`src/rtl/nvm_if_pkg.sv`:
```
package nvm_if_pkg;

  // Which source owns the media command bus
  typedef enum logic {
    SRC_RD = 1'b0,
    SRC_WR = 1'b1
  } cmd_src_e;

endpackage

```
`src/rtl/nvm_rd_table.sv`:
```
module nvm_rd_table #(
  parameter int ADDR_W = 16,
  parameter int DATA_W = 32,
  parameter int TAG_W  = 3
) (
  input  logic              clk,
  input  logic              rst_n,
  input  logic              acc_i,
  input  logic [ADDR_W-1:0] acc_addr_i,
  output logic [TAG_W-1:0]  alloc_tag_o,
  output logic              full_o,
  output logic              pend_o,
  output logic [ADDR_W-1:0] pend_addr_o,
  output logic [TAG_W-1:0]  pend_tag_o,
  input  logic              pend_iss_i,
  input  logic              md_rd_ready_i,
  input  logic [TAG_W-1:0]  md_rd_tag_i,
  input  logic [DATA_W-1:0] md_rd_data_i,
  output logic              rsp_valid_o,
  output logic [TAG_W-1:0]  rsp_tag_o,
  output logic [ADDR_W-1:0] rsp_addr_o,
  output logic [DATA_W-1:0] rsp_data_o
);

  localparam int NTAG = 1 << TAG_W;

  logic [NTAG-1:0]   busy_q, busy_d;
  logic [ADDR_W-1:0] addr_q [NTAG];
  logic              pend_q, pend_d;
  logic [ADDR_W-1:0] pend_addr_q;
  logic [TAG_W-1:0]  pend_tag_q;
  logic              rsp_v_q;
  logic [TAG_W-1:0]  rsp_tag_q;
  logic [ADDR_W-1:0] rsp_addr_q;
  logic [DATA_W-1:0] rsp_data_q;
  logic [TAG_W-1:0]  alloc;
  logic              hit;

  // Lowest free tag
  always_comb begin
    alloc = '0;
    for (int i = NTAG - 1; i >= 0; i--) begin
      if (!busy_q[i]) alloc = TAG_W'(i);
    end
  end

  assign hit = md_rd_ready_i && busy_q[md_rd_tag_i];

  always_comb begin
    busy_d = busy_q;
    if (acc_i) busy_d[alloc] = 1'b1;
    if (hit)   busy_d[md_rd_tag_i] = 1'b0;
    pend_d = pend_q;
    if (pend_iss_i) pend_d = 1'b0;
    if (acc_i)      pend_d = 1'b1;
  end

  always_ff @(posedge clk or negedge rst_n) begin
    if (!rst_n) begin
      busy_q  <= '0;
      pend_q  <= 1'b0;
      rsp_v_q <= 1'b0;
    end else begin
      busy_q  <= busy_d;
      pend_q  <= pend_d;
      rsp_v_q <= hit;
    end
  end

  for (genvar g = 0; g < NTAG; g++) begin : g_addr
    always_ff @(posedge clk) begin
      if (acc_i && (alloc == TAG_W'(g))) addr_q[g] <= acc_addr_i;
    end
  end

  always_ff @(posedge clk or negedge rst_n) begin
    if (!rst_n) begin
      pend_addr_q <= '0;
      pend_tag_q  <= '0;
    end else if (acc_i) begin
      pend_addr_q <= acc_addr_i;
      pend_tag_q  <= alloc;
    end
  end

  always_ff @(posedge clk or negedge rst_n) begin
    if (!rst_n) begin
      rsp_tag_q  <= '0;
      rsp_addr_q <= '0;
      rsp_data_q <= '0;
    end else if (hit) begin
      rsp_tag_q  <= md_rd_tag_i;
      rsp_addr_q <= addr_q[md_rd_tag_i];
      rsp_data_q <= md_rd_data_i;
    end
  end

  assign alloc_tag_o = alloc;
  assign full_o      = &busy_q;
  assign pend_o      = pend_q;
  assign pend_addr_o = pend_addr_q;
  assign pend_tag_o  = pend_tag_q;
  assign rsp_valid_o = rsp_v_q;
  assign rsp_tag_o   = rsp_tag_q;
  assign rsp_addr_o  = rsp_addr_q;
  assign rsp_data_o  = rsp_data_q;


  rd_hit_resp_chk: assert property (@(posedge clk) disable iff (!rst_n)
    hit |=> rsp_valid_o && (rsp_tag_o == $past(md_rd_tag_i)) && !busy_q[$past(md_rd_tag_i)]);


  stray_rdy_chk: assert property (@(posedge clk) disable iff (!rst_n)
    (md_rd_ready_i && !busy_q[md_rd_tag_i]) |=> !rsp_valid_o);


  alloc_full_chk: assert property (@(posedge clk) disable iff (!rst_n)
    acc_i |-> ($countones(busy_q) < NTAG));


  single_pend_chk: assert property (@(posedge clk) disable iff (!rst_n)
    acc_i |-> !pend_q);

endmodule

```
`src/rtl/nvm_wr_buf.sv`:
```
module nvm_wr_buf #(
  parameter int ADDR_W = 16,
  parameter int DATA_W = 32,
  parameter int DEPTH  = 4
) (
  input  logic              clk,
  input  logic              rst_n,
  input  logic              push_i,
  input  logic [ADDR_W-1:0] push_addr_i,
  input  logic [DATA_W-1:0] push_data_i,
  output logic              full_o,
  output logic              iss_valid_o,
  output logic [ADDR_W-1:0] iss_addr_o,
  output logic [DATA_W-1:0] iss_data_o,
  input  logic              iss_i,
  input  logic              done_i
);

  localparam int PTR_W = (DEPTH > 1) ? $clog2(DEPTH) : 1;
  localparam int CNT_W = $clog2(DEPTH + 1);

  logic [ADDR_W-1:0] mem_addr [DEPTH];
  logic [DATA_W-1:0] mem_data [DEPTH];
  logic [PTR_W-1:0]  wr_ptr_q, wr_ptr_d;
  logic [PTR_W-1:0]  iss_ptr_q, iss_ptr_d;
  logic [PTR_W-1:0]  rel_ptr_q, rel_ptr_d;
  logic [CNT_W-1:0]  cnt_q, cnt_d;
  logic [CNT_W-1:0]  infl_q, infl_d;
  logic              rel;

  function automatic logic [PTR_W-1:0] bump(input logic [PTR_W-1:0] p);
    return (p == PTR_W'(DEPTH - 1)) ? '0 : p + PTR_W'(1);
  endfunction

  assign rel = done_i && (infl_q != '0);

  always_comb begin
    wr_ptr_d  = push_i ? bump(wr_ptr_q)  : wr_ptr_q;
    iss_ptr_d = iss_i  ? bump(iss_ptr_q) : iss_ptr_q;
    rel_ptr_d = rel    ? bump(rel_ptr_q) : rel_ptr_q;
    cnt_d     = cnt_q  + CNT_W'(push_i) - CNT_W'(rel);
    infl_d    = infl_q + CNT_W'(iss_i)  - CNT_W'(rel);
  end

  always_ff @(posedge clk or negedge rst_n) begin
    if (!rst_n) begin
      wr_ptr_q  <= '0;
      iss_ptr_q <= '0;
      rel_ptr_q <= '0;
      cnt_q     <= '0;
      infl_q    <= '0;
    end else begin
      wr_ptr_q  <= wr_ptr_d;
      iss_ptr_q <= iss_ptr_d;
      rel_ptr_q <= rel_ptr_d;
      cnt_q     <= cnt_d;
      infl_q    <= infl_d;
    end
  end

  for (genvar g = 0; g < DEPTH; g++) begin : g_ent
    always_ff @(posedge clk) begin
      if (push_i && (wr_ptr_q == PTR_W'(g))) begin
        mem_addr[g] <= push_addr_i;
        mem_data[g] <= push_data_i;
      end
    end
  end

  assign full_o      = (cnt_q == CNT_W'(DEPTH));
  assign iss_valid_o = (cnt_q != infl_q);
  assign iss_addr_o  = mem_addr[iss_ptr_q];
  assign iss_data_o  = mem_data[iss_ptr_q];


  push_full_chk: assert property (@(posedge clk) disable iff (!rst_n)
    push_i |-> (cnt_q < CNT_W'(DEPTH)));


  stray_done_chk: assert property (@(posedge clk) disable iff (!rst_n)
    (done_i && (infl_q == '0) && !push_i) |=> $stable(cnt_q));


  release_chk: assert property (@(posedge clk) disable iff (!rst_n)
    (done_i && (infl_q != '0) && !push_i) |=> (cnt_q == $past(cnt_q) - CNT_W'(1)));


  iss_has_entry_chk: assert property (@(posedge clk) disable iff (!rst_n)
    iss_i |-> (cnt_q > infl_q));

endmodule

```
`src/rtl/nvm_cmd_arb.sv`:
```
module nvm_cmd_arb
  import nvm_if_pkg::*;
#(
  parameter int ADDR_W = 16,
  parameter int DATA_W = 32,
  parameter int TAG_W  = 3
) (
  input  logic              clk,
  input  logic              rst_n,
  input  logic              rd_v_i,
  input  logic [ADDR_W-1:0] rd_addr_i,
  input  logic [TAG_W-1:0]  rd_tag_i,
  input  logic              wr_v_i,
  input  logic [ADDR_W-1:0] wr_addr_i,
  input  logic [DATA_W-1:0] wr_data_i,
  input  logic              md_ready_i,
  output logic              md_valid_o,
  output logic              md_write_o,
  output logic [ADDR_W-1:0] md_addr_o,
  output logic [TAG_W-1:0]  md_tag_o,
  output logic [DATA_W-1:0] md_wdata_o,
  output logic              rd_iss_o,
  output logic              wr_iss_o
);

  logic     held_q, held_d;
  cmd_src_e src_q, src;

  // A stalled command keeps the bus; otherwise reads go first
  always_comb begin
    if (held_q)      src = src_q;
    else if (rd_v_i) src = SRC_RD;
    else             src = SRC_WR;
  end

  always_comb begin
    if (src == SRC_WR) begin
      md_valid_o = wr_v_i;
      md_write_o = 1'b1;
      md_addr_o  = wr_addr_i;
      md_tag_o   = '0;
      md_wdata_o = wr_data_i;
    end else begin
      md_valid_o = rd_v_i;
      md_write_o = 1'b0;
      md_addr_o  = rd_addr_i;
      md_tag_o   = rd_tag_i;
      md_wdata_o = '0;
    end
    held_d = md_valid_o && !md_ready_i;
  end

  assign rd_iss_o = md_valid_o && md_ready_i && (src == SRC_RD);
  assign wr_iss_o = md_valid_o && md_ready_i && (src == SRC_WR);

  always_ff @(posedge clk or negedge rst_n) begin
    if (!rst_n) begin
      held_q <= 1'b0;
      src_q  <= SRC_RD;
    end else begin
      held_q <= held_d;
      src_q  <= src;
    end
  end


  cmd_hold_chk: assert property (@(posedge clk) disable iff (!rst_n)
    (md_valid_o && !md_ready_i) |=> md_valid_o && $stable(md_write_o) &&
      $stable(md_addr_o) && $stable(md_tag_o) && $stable(md_wdata_o));


  rd_first_chk: assert property (@(posedge clk) disable iff (!rst_n)
    (!held_q && rd_v_i) |-> (md_valid_o && !md_write_o));

endmodule

```
`src/rtl/nvm_media_if.sv`:
```
module nvm_media_if #(
  parameter int ADDR_W   = 16,
  parameter int DATA_W   = 32,
  parameter int TAG_W    = 3,
  parameter int WB_DEPTH = 4
) (
  input  logic              clk,
  input  logic              rst_n,
  input  logic              req_valid,
  output logic              req_ready,
  input  logic              req_write,
  input  logic [ADDR_W-1:0] req_addr,
  input  logic [DATA_W-1:0] req_wdata,
  output logic [TAG_W-1:0]  req_tag,
  output logic              rsp_valid,
  output logic [TAG_W-1:0]  rsp_tag,
  output logic [ADDR_W-1:0] rsp_addr,
  output logic [DATA_W-1:0] rsp_data,
  output logic              md_cmd_valid,
  input  logic              md_cmd_ready,
  output logic              md_cmd_write,
  output logic [ADDR_W-1:0] md_cmd_addr,
  output logic [TAG_W-1:0]  md_cmd_tag,
  output logic [DATA_W-1:0] md_cmd_wdata,
  input  logic              md_rd_ready,
  input  logic [TAG_W-1:0]  md_rd_tag,
  input  logic [DATA_W-1:0] md_rd_data,
  input  logic              md_wr_done
);

  logic [1:0]        rst_sync_q;
  logic              rst_ni;
  logic              rd_full, rd_pend, wb_full;
  logic [ADDR_W-1:0] pend_addr;
  logic [TAG_W-1:0]  pend_tag;
  logic              acc_rd, push_wr;
  logic              rd_iss, wr_iss;
  logic              wb_v;
  logic [ADDR_W-1:0] wb_addr;
  logic [DATA_W-1:0] wb_data;

  // Asynchronous assert, synchronous release
  always_ff @(posedge clk or negedge rst_n) begin
    if (!rst_n) rst_sync_q <= 2'b00;
    else        rst_sync_q <= {rst_sync_q[0], 1'b1};
  end
  assign rst_ni = rst_sync_q[1];

  assign req_ready = req_write ? !wb_full : (!rd_full && !rd_pend);
  assign acc_rd    = req_valid && req_ready && !req_write;
  assign push_wr   = req_valid && req_ready &&  req_write;

  nvm_rd_table #(.ADDR_W(ADDR_W), .DATA_W(DATA_W), .TAG_W(TAG_W)) u_tbl (
    .clk          (clk),
    .rst_n        (rst_ni),
    .acc_i        (acc_rd),
    .acc_addr_i   (req_addr),
    .alloc_tag_o  (req_tag),
    .full_o       (rd_full),
    .pend_o       (rd_pend),
    .pend_addr_o  (pend_addr),
    .pend_tag_o   (pend_tag),
    .pend_iss_i   (rd_iss),
    .md_rd_ready_i(md_rd_ready),
    .md_rd_tag_i  (md_rd_tag),
    .md_rd_data_i (md_rd_data),
    .rsp_valid_o  (rsp_valid),
    .rsp_tag_o    (rsp_tag),
    .rsp_addr_o   (rsp_addr),
    .rsp_data_o   (rsp_data)
  );

  nvm_wr_buf #(.ADDR_W(ADDR_W), .DATA_W(DATA_W), .DEPTH(WB_DEPTH)) u_wbuf (
    .clk        (clk),
    .rst_n      (rst_ni),
    .push_i     (push_wr),
    .push_addr_i(req_addr),
    .push_data_i(req_wdata),
    .full_o     (wb_full),
    .iss_valid_o(wb_v),
    .iss_addr_o (wb_addr),
    .iss_data_o (wb_data),
    .iss_i      (wr_iss),
    .done_i     (md_wr_done)
  );

  nvm_cmd_arb #(.ADDR_W(ADDR_W), .DATA_W(DATA_W), .TAG_W(TAG_W)) u_arb (
    .clk       (clk),
    .rst_n     (rst_ni),
    .rd_v_i    (rd_pend),
    .rd_addr_i (pend_addr),
    .rd_tag_i  (pend_tag),
    .wr_v_i    (wb_v),
    .wr_addr_i (wb_addr),
    .wr_data_i (wb_data),
    .md_ready_i(md_cmd_ready),
    .md_valid_o(md_cmd_valid),
    .md_write_o(md_cmd_write),
    .md_addr_o (md_cmd_addr),
    .md_tag_o  (md_cmd_tag),
    .md_wdata_o(md_cmd_wdata),
    .rd_iss_o  (rd_iss),
    .wr_iss_o  (wr_iss)
  );


  wr_refuse_chk: assert property (@(posedge clk) disable iff (!rst_ni)
    (req_valid && req_write && wb_full) |-> !req_ready);

endmodule

```
`config.mk`:
```
export PLATFORM = sky130hd
export DESIGN_NAME = nvm_media_if
export DESIGN_NICKNAME = d
export VERILOG_FILES = /design/src/rtl/nvm_if_pkg.sv /design/src/rtl/nvm_rd_table.sv /design/src/rtl/nvm_wr_buf.sv /design/src/rtl/nvm_cmd_arb.sv /design/src/rtl/nvm_media_if.sv
export SDC_FILE = /design/constraint.sdc
export NUM_CORES = 1
export LEC_CHECK = 0
export BUFFER_PORTS_ARGS = -buffer_cell sky130_fd_sc_hd__buf_2
export CAP_MARGIN = 10
export CORE_UTILIZATION = 47
export DETAILED_ROUTE_END_ITERATION = 10
export GPL_TIMING_DRIVEN = 0
export PLACE_DENSITY = 0.72
export SKIP_CTS_REPAIR_TIMING = 1
export SYNTH_ARGS = -nofsm -noshare
export SYNTH_HDL_FRONTEND = slang
export SYNTH_HIERARCHICAL = 1
export SYNTH_SLANG_ARGS = --single-unit
```
`constraint.sdc`:
```
create_clock -name clk -period 3.3 [get_ports clk]
set_input_delay 0.33 -clock clk [delete_from_list [all_inputs] [get_ports clk]]
set_output_delay 0.33 -clock clk [all_outputs]
set_load 0.02 [all_outputs]
```
Word-level counts from Yosys, hierarchy flattened
Memories as Yosys holds them, arrays and structs flattened. A register that Yosys moved wholly into a read port is not among the register bits.
Index checks and enable logic that the tools add are counted.
{ "classes": {"addsub": 6, "n_lt_le_gt_ge": 4, "eq_ne": 13, "mux": 91, "bitwise_logic": 4, "n_reduce_logical": 48} }
{ "ops": {"columns": ["operator", "n"], "rows": [
  ["16-bit two-way mux", 11],
  ["16-bit OR reduction", 10],
  ["32-bit two-way mux", 4],
  ["32-bit OR reduction", 3],
  ["3-bit two-way mux", 16],
  ["1-bit two-way mux", 47],
  ["1-bit logical AND", 24],
  ["2-bit two-way mux", 8],
  ["8-bit two-way mux", 2],
  ["3-bit == test, second input constant", 5],
  ["8-bit bitwise AND", 1],
  ["3-bit by 4-bit less-than comparator with 1-bit output, second input constant", 2],
  ["8-bit NOT", 1],
  ["8-bit bitwise OR", 1],
  ["8-bit AND reduction", 1],
  ["3-bit by 1-bit adder with 3-bit output", 2],
  ["1-bit demux with 3-bit select", 2],
  ["2-bit == test, second input constant", 3],
  ["3-bit by 2-bit == test with 1-bit output, second input constant", 2],
  ["3-bit by 1-bit >= comparator with 1-bit output, second input constant", 2],
  ["1-bit logical NOT", 6],
  ["3-bit by 1-bit subtractor with 3-bit output", 2],
  ["2-bit by 1-bit adder with 2-bit output, second input constant", 2],
  ["1-bit binary-select mux with 3-bit select", 1],
  ["8 further kinds", 8]
]} }
{ "totals": {"reg_bits": 78, "mem_bits_rw": 320, "output_inout_bits": 109, "n_memories": 3} }
{ "mem_list": {"columns": ["memory", "depth", "word_bits", "read_ports", "rd_ports_with_merged_regs", "wr", "line_no", "rtl"], "rows": [
  ["u_tbl.addr_q", 8, 16, 1, 1, 1, "nvm_rd_table.sv:28", "logic [ADDR_W-1:0] addr_q [NTAG];"],
  ["u_wbuf.mem_data", 4, 32, 1, 0, 1, "nvm_wr_buf.sv:23", "logic [DATA_W-1:0] mem_data [DEPTH];"],
  ["u_wbuf.mem_addr", 4, 16, 1, 0, 1, "nvm_wr_buf.sv:22", "logic [ADDR_W-1:0] mem_addr [DEPTH];"]
]} }

Logic depth before layout (Yosys ltp)
{ "depth": {"word_depth": 20, "ltp_mapped": 8} }

Hierarchy
Netlist, hierarchy kept.
{ "by_module_without_submodules": {"columns": ["module", "instances", "cells_each", "area_per_inst_um2", "seq_area_each_um2"], "rows": [
  ["nvm_rd_table", 1, 422, 7943.9, 5845.6],
  ["nvm_wr_buf", 1, 301, 7571.0, 6015.8],
  ["nvm_cmd_arb", 1, 70, 610.6, 50.0],
  ["nvm_media_if", 1, 8, 90.1, 50.0]
]} }

Worst setup path after synthesis
No wires, ideal clock.
{ "synth_timing": {"path_kind": "register -> register", "from": "register u_tbl.busy_q[3]", "to": "memory u_tbl.addr_q[0][0], enable pin", "t_arrival_ns": 3.177, "required_ns": 2.864, "path_slack_ns": -0.313, "path_stages_with_launch": 7, "n_path_buf": 2, "period_less_slack_ns": 3.613, "cell_sequence": "dfrtp_1 nand2_1 nor3_1 nor4b_2 clkbuf_1 buf_1 nor4b_1"} }
{ "synth_via": {"elab_chain_cells": 17} }
{ "synth_rtl": {"columns": ["item", "line_no", "rtl"], "rows": [
  ["start, declared", "nvm_rd_table.sv:27", "logic [NTAG-1:0] busy_q, busy_d;"],
  ["start signal, assigned", "nvm_rd_table.sv:64", "busy_q <= busy_d;"],
  ["8-bit AND reduction (*)", "nvm_rd_table.sv:99", "assign full_o = &busy_q;"],
  ["named net rd_full", "nvm_media_if.sv:33", "logic rd_full, rd_pend, wb_full;"],
  ["1-bit logical NOT (*)", "nvm_media_if.sv:49", "assign req_ready = req_write ? !wb_full : (!rd_full && !rd_pend);"],
  ["1-bit logical AND (*)", "nvm_media_if.sv:49", null],
  ["1-bit two-way mux (*)", "nvm_media_if.sv:49", null],
  ["1-bit logical AND (*) (2 in a row)", "nvm_media_if.sv:50", "assign acc_rd = req_valid && req_ready && !req_write;"],
  ["named net acc_rd", "nvm_media_if.sv:36", "logic acc_rd, push_wr;"],
  ["1-bit logical AND", "nvm_rd_table.sv:72", "if (acc_i && (alloc == TAG_W'(g))) addr_q[g] <= acc_addr_i;"],
  ["1-bit two-way mux", "nvm_rd_table.sv:72", null],
  ["1-bit two-way mux (implied by the code)", "nvm_rd_table.sv:72", null],
  ["16-bit OR reduction (no line)", null, null],
  ["3-bit two-way mux (no line) or 1-bit two-way mux (tied branches) (7 in a row)", null, null],
  ["end, declared", "nvm_rd_table.sv:28", null]
]} }
Mark *: on every way through the listed nets, which the timed path passes. The rest lies on a longest branch.

Final worst setup path
{ "layout_timing": {"from": "register u_tbl.busy_q[3]", "to": "memory u_tbl.addr_q[0][4], enable pin"} }
The elaborated chain is that of the path after synthesis.

==> metrics.yaml <==
critical_path:
  critical_path_buf_inv_count: 4
  critPathSlowestCell: "buf_1"
  end_kind: "flop"
  max_stage_delay_ns: 0.52
  path_max_fanout: 10
  cp_data_arrival_time_ns: 3.17
  worst_ep_required_time_ns: 3.55
  ff2ff_setup_slack_ns: 0.38
  crit_type: "flop to flop"
  crit_path_cell_trace: "nand2_1, nor3_1, nor4b_2, clkbuf_1, buf_1, nor4b_4, buf_4, buf_6"
  cpLargestDelayFamily: "buffers and inverters"
  cp-start-kind: "flop"
floorplanning:
  die_x_um: 188
  die_area_mm2: 0.0352
  die_y_um: 188
  ioPinCount: 199
  initial_core_util_pct: 48.1
  rows: 67
  core_area_mm2: 0.0337
synth:
  yosys.cell_types.count: 47
  ys.flop_type: "edfxtp_1"
  synth_fa_ha_area_share_pct: 0.787
  synth_area_mm2: 0.0162
  seq_area_frac_synth_pct: 73.8
  synth_compound_area_share_pct: 1.71
  synthArstFlopShare_pct: 22.7
  synth-xor-area-share_pct: 0.432
  synthMuxAreaShare_pct: 17.6
  synth_top_family_by_area: "multiplexers"
  ys_ff_latch: 414
  postSynthCellCount: 801
  yosysWarnings: 6
  synth_nets: 900
  synth-edff-count: 320
  synth.avg_cell_area_um2: 20.2
  synth-simple-area-share_pct: 3.48
detailed_routing:
  drtIter0Drc: 512
  vias: 8216
  final_antenna_net_count: 0
  drc: 0
  drt_first_pass_iters: 5
  vias_per_cell: 5.27
  wl_per_cell_um: 20.9
  drt-total-wl_mm: 32.6
final_layout:
  final_common_cell: "edfxtp_1"
  multi_input_area_mm2: 0.00393
  fin_nets: 1176
  fillCellCount: 2519
  register_area_mm2: 0.0120
  drive_above_1_share_pct: 42.3
  layout_common_cells: "320 x edfxtp_1, 205 x buf_2, 93 x dfrtp_1, 82 x mux4_2, 49 x mux2_2"
  area_growth_pct: 21.0
timing:
  finalSetupViolations: 0
  finalWorstSetupSlack_ns: 0.378
  fmax_mhz: 342
  post-route-period-util_pct: 88.6
  hold_viol_final: 0
  tns_ns: 0
  rsz0062_at_grt: "false"
  period_minus_slack_ns: 2.92
  worst_slew_pin_slew_ns: 1.02
  clock_skew_ns: 0.0231
  max_slew_margin_pct: 31.7
  drv_slew: 0
cts:
  cts_root_buf: "clkbuf_16"
  htree_levels: 2
  clkTransAtPathRegs_ns: 0.06
  clockBufferDepth: 3
  clk_latency_ns: 0.54
  cts_tree: "yes"
  cts.sinks: 414
  numCtsBuffers: 42
grt:
  first_global_vias: 8574
  grt_first_pass_wirelength_mm: 49.7
  grt_max_degree: 59
  antenna_found_initial: 3
  grt_overflow: 0
  grt_usage_pct: 18.8
pwr:
  sw_frac_of_total_pct: 31.4
  power.share.clock_pct: 27.0
  power_frac_comb_pct: 32.6
  p_per_area_mw_per_mm2: 873
  seq_power_share_pct: 40.4
  power.switching_w: 0.00539
  ir_worst_vdd_mv: 0.786
  power.internal_w: 0.0117
  power.leakage_nw: 7.35
run_status:
  status: "finished, final reports clean"
place:
  dp_slack_ns: -0.148
  dp_hpwl_mm: 21.4
  port_buffers: 197
  place_congestion: 0.788
worst_hold_path:
  hp-class: "primary input to flop"
job:
  max_cap_violations: 0
-- area by class of cell --
class,instances,area share [%]
diodes,1,0.0127
plain buffers,37,1.54
clock buffers,62,6.46
clock inverters,14,0.535
inverters,15,0.287
multi-input cells,335,20.0
flip-flops and latches,414,61.0
well taps,448,2.86
repair buffers,232,7.32
-- worst reg2reg max path, delay by kind of cell, from the launching register on --
family | cells | cell delay [ns]
flops | 1 | 0.42
buf+inv | 4 | 1.42
simple gates | 4 | 0.81
-- power by group through the flow --
stage	Clock (W)	Sequential (W)	Combinational, W
6_report	0.00462	0.00693	0.00558
3_3_place_gp	0	0.00703	0.00546
5_1_grt	0.00494	0.00704	0.00599
4_1_cts	0.00475	0.00694	0.00566
2_1_floorplan	0	0.00739	0.00344
3_5_place_dp	0	0.00704	0.00564
-- per-stage QoR --
| step | hold slack (ns) | instances | power (W) | utilization (%) | area, um^2 |
|---|---|---|---|---|---|
| 2_1_floorplan | 0.0344 | 801 | 0.0108 | - | 16200 |
| 3_3_place_gp | 0.115 | 1446 | 0.0125 | 52.7 | 17800 |
| 3_5_place_dp | 0.117 | 1458 | 0.0127 | 53.5 | 18000 |
| 4_1_cts | -0.448 | 1534 | 0.0174 | 57.6 | 19400 |
| 5_1_grt | 0.000137 | 1558 | 0.0180 | 58.2 | 19600 |
| 6_report | 0.0102 | 1558 | 0.0171 | 58.2 | 19600 |
-- routing by layer --
| layer | global-route usage [%] | vias up | part of all wire (%) |
|---|---|---|---|
| li1 | - | 3700 | - |
| met2 | 32.2 | 266 | 50 |
| met4 | 4.75 | 2 | 1.8 |
| met5 | 0 | - | 0.025 |
| met1 | 23.8 | 4198 | 41 |
| met3 | 4.90 | 50 | 6.8 |
-- Yosys cell counts, drive strengths merged (3+ instances only) --
library cell	n	area, um^2
nand2b	4	25.0
nor2	18	67.6
a21oi	5	25.0
nand4	3	18.8
and3	3	18.8
o31ai	3	22.5
xnor2	8	70.1
nand3	4	20.0
o21a	3	22.5
mux2i	17	170
nand2	26	100
ha	7	87.6
buf	27	262
o21ai	26	141
and2	37	231
mux2	70	837
inv	15	56.3
edfxtp	320	9610
mux4	82	1850
clkbuf	10	40.0
dfrtp	94	2350
-- registers in the layout, indices dropped and copies added, names as in the netlist --
signal and flops:
u_tbl/pend_o 1, u_tbl/rsp_data_o 32, u_wbuf/iss_ptr_q 2, u_tbl/pend_addr_o 16, u_wbuf/mem_addr 64, u_arb/held_q 1, u_tbl/rsp_tag_o 3, u_tbl/pend_tag_o 3
u_tbl/addr_q 128, u_tbl/busy_q 8, u_wbuf/wr_ptr_q 2, u_wbuf/mem_data 128, u_wbuf/infl_q 3, u_tbl/rsp_addr_o 16, u_arb/src_q 1, u_wbuf/cnt_q 3
u_tbl/rsp_valid_o 1, rst_sync_q 2
-- cell families (layout without fill, tap and decap cells) --
kind of cell	after synthesis	count (layout)
flops	414	414
mux	169	169
simple gates	105	105
buf+inv	52	360
compound gates	43	43
fa+ha+maj	9	9
xor+xnor	8	8
other cells	1	2
-- path summary, 6_finish.rpt --
check                           startpoint                endpoint  cells past startpoint
setup reg to reg           u_tbl/busy_q[3]      u_tbl/addr_q[0][4]                      8
max in group asynchronous    rst_sync_q[1]    u_tbl/rsp_addr_o[15]                      1
min in group asynchronous            rst_n           rst_sync_q[1]                      2
hold reg to reg              rst_sync_q[1]        u_wbuf/infl_q[1]                      0
setup / recovery           u_tbl/busy_q[3]      u_tbl/addr_q[0][4]                      8
hold / removal               req_wdata[20]  u_wbuf/mem_data[3][20]                      1
No activity file was read; power rests on OpenSTA's default activity.
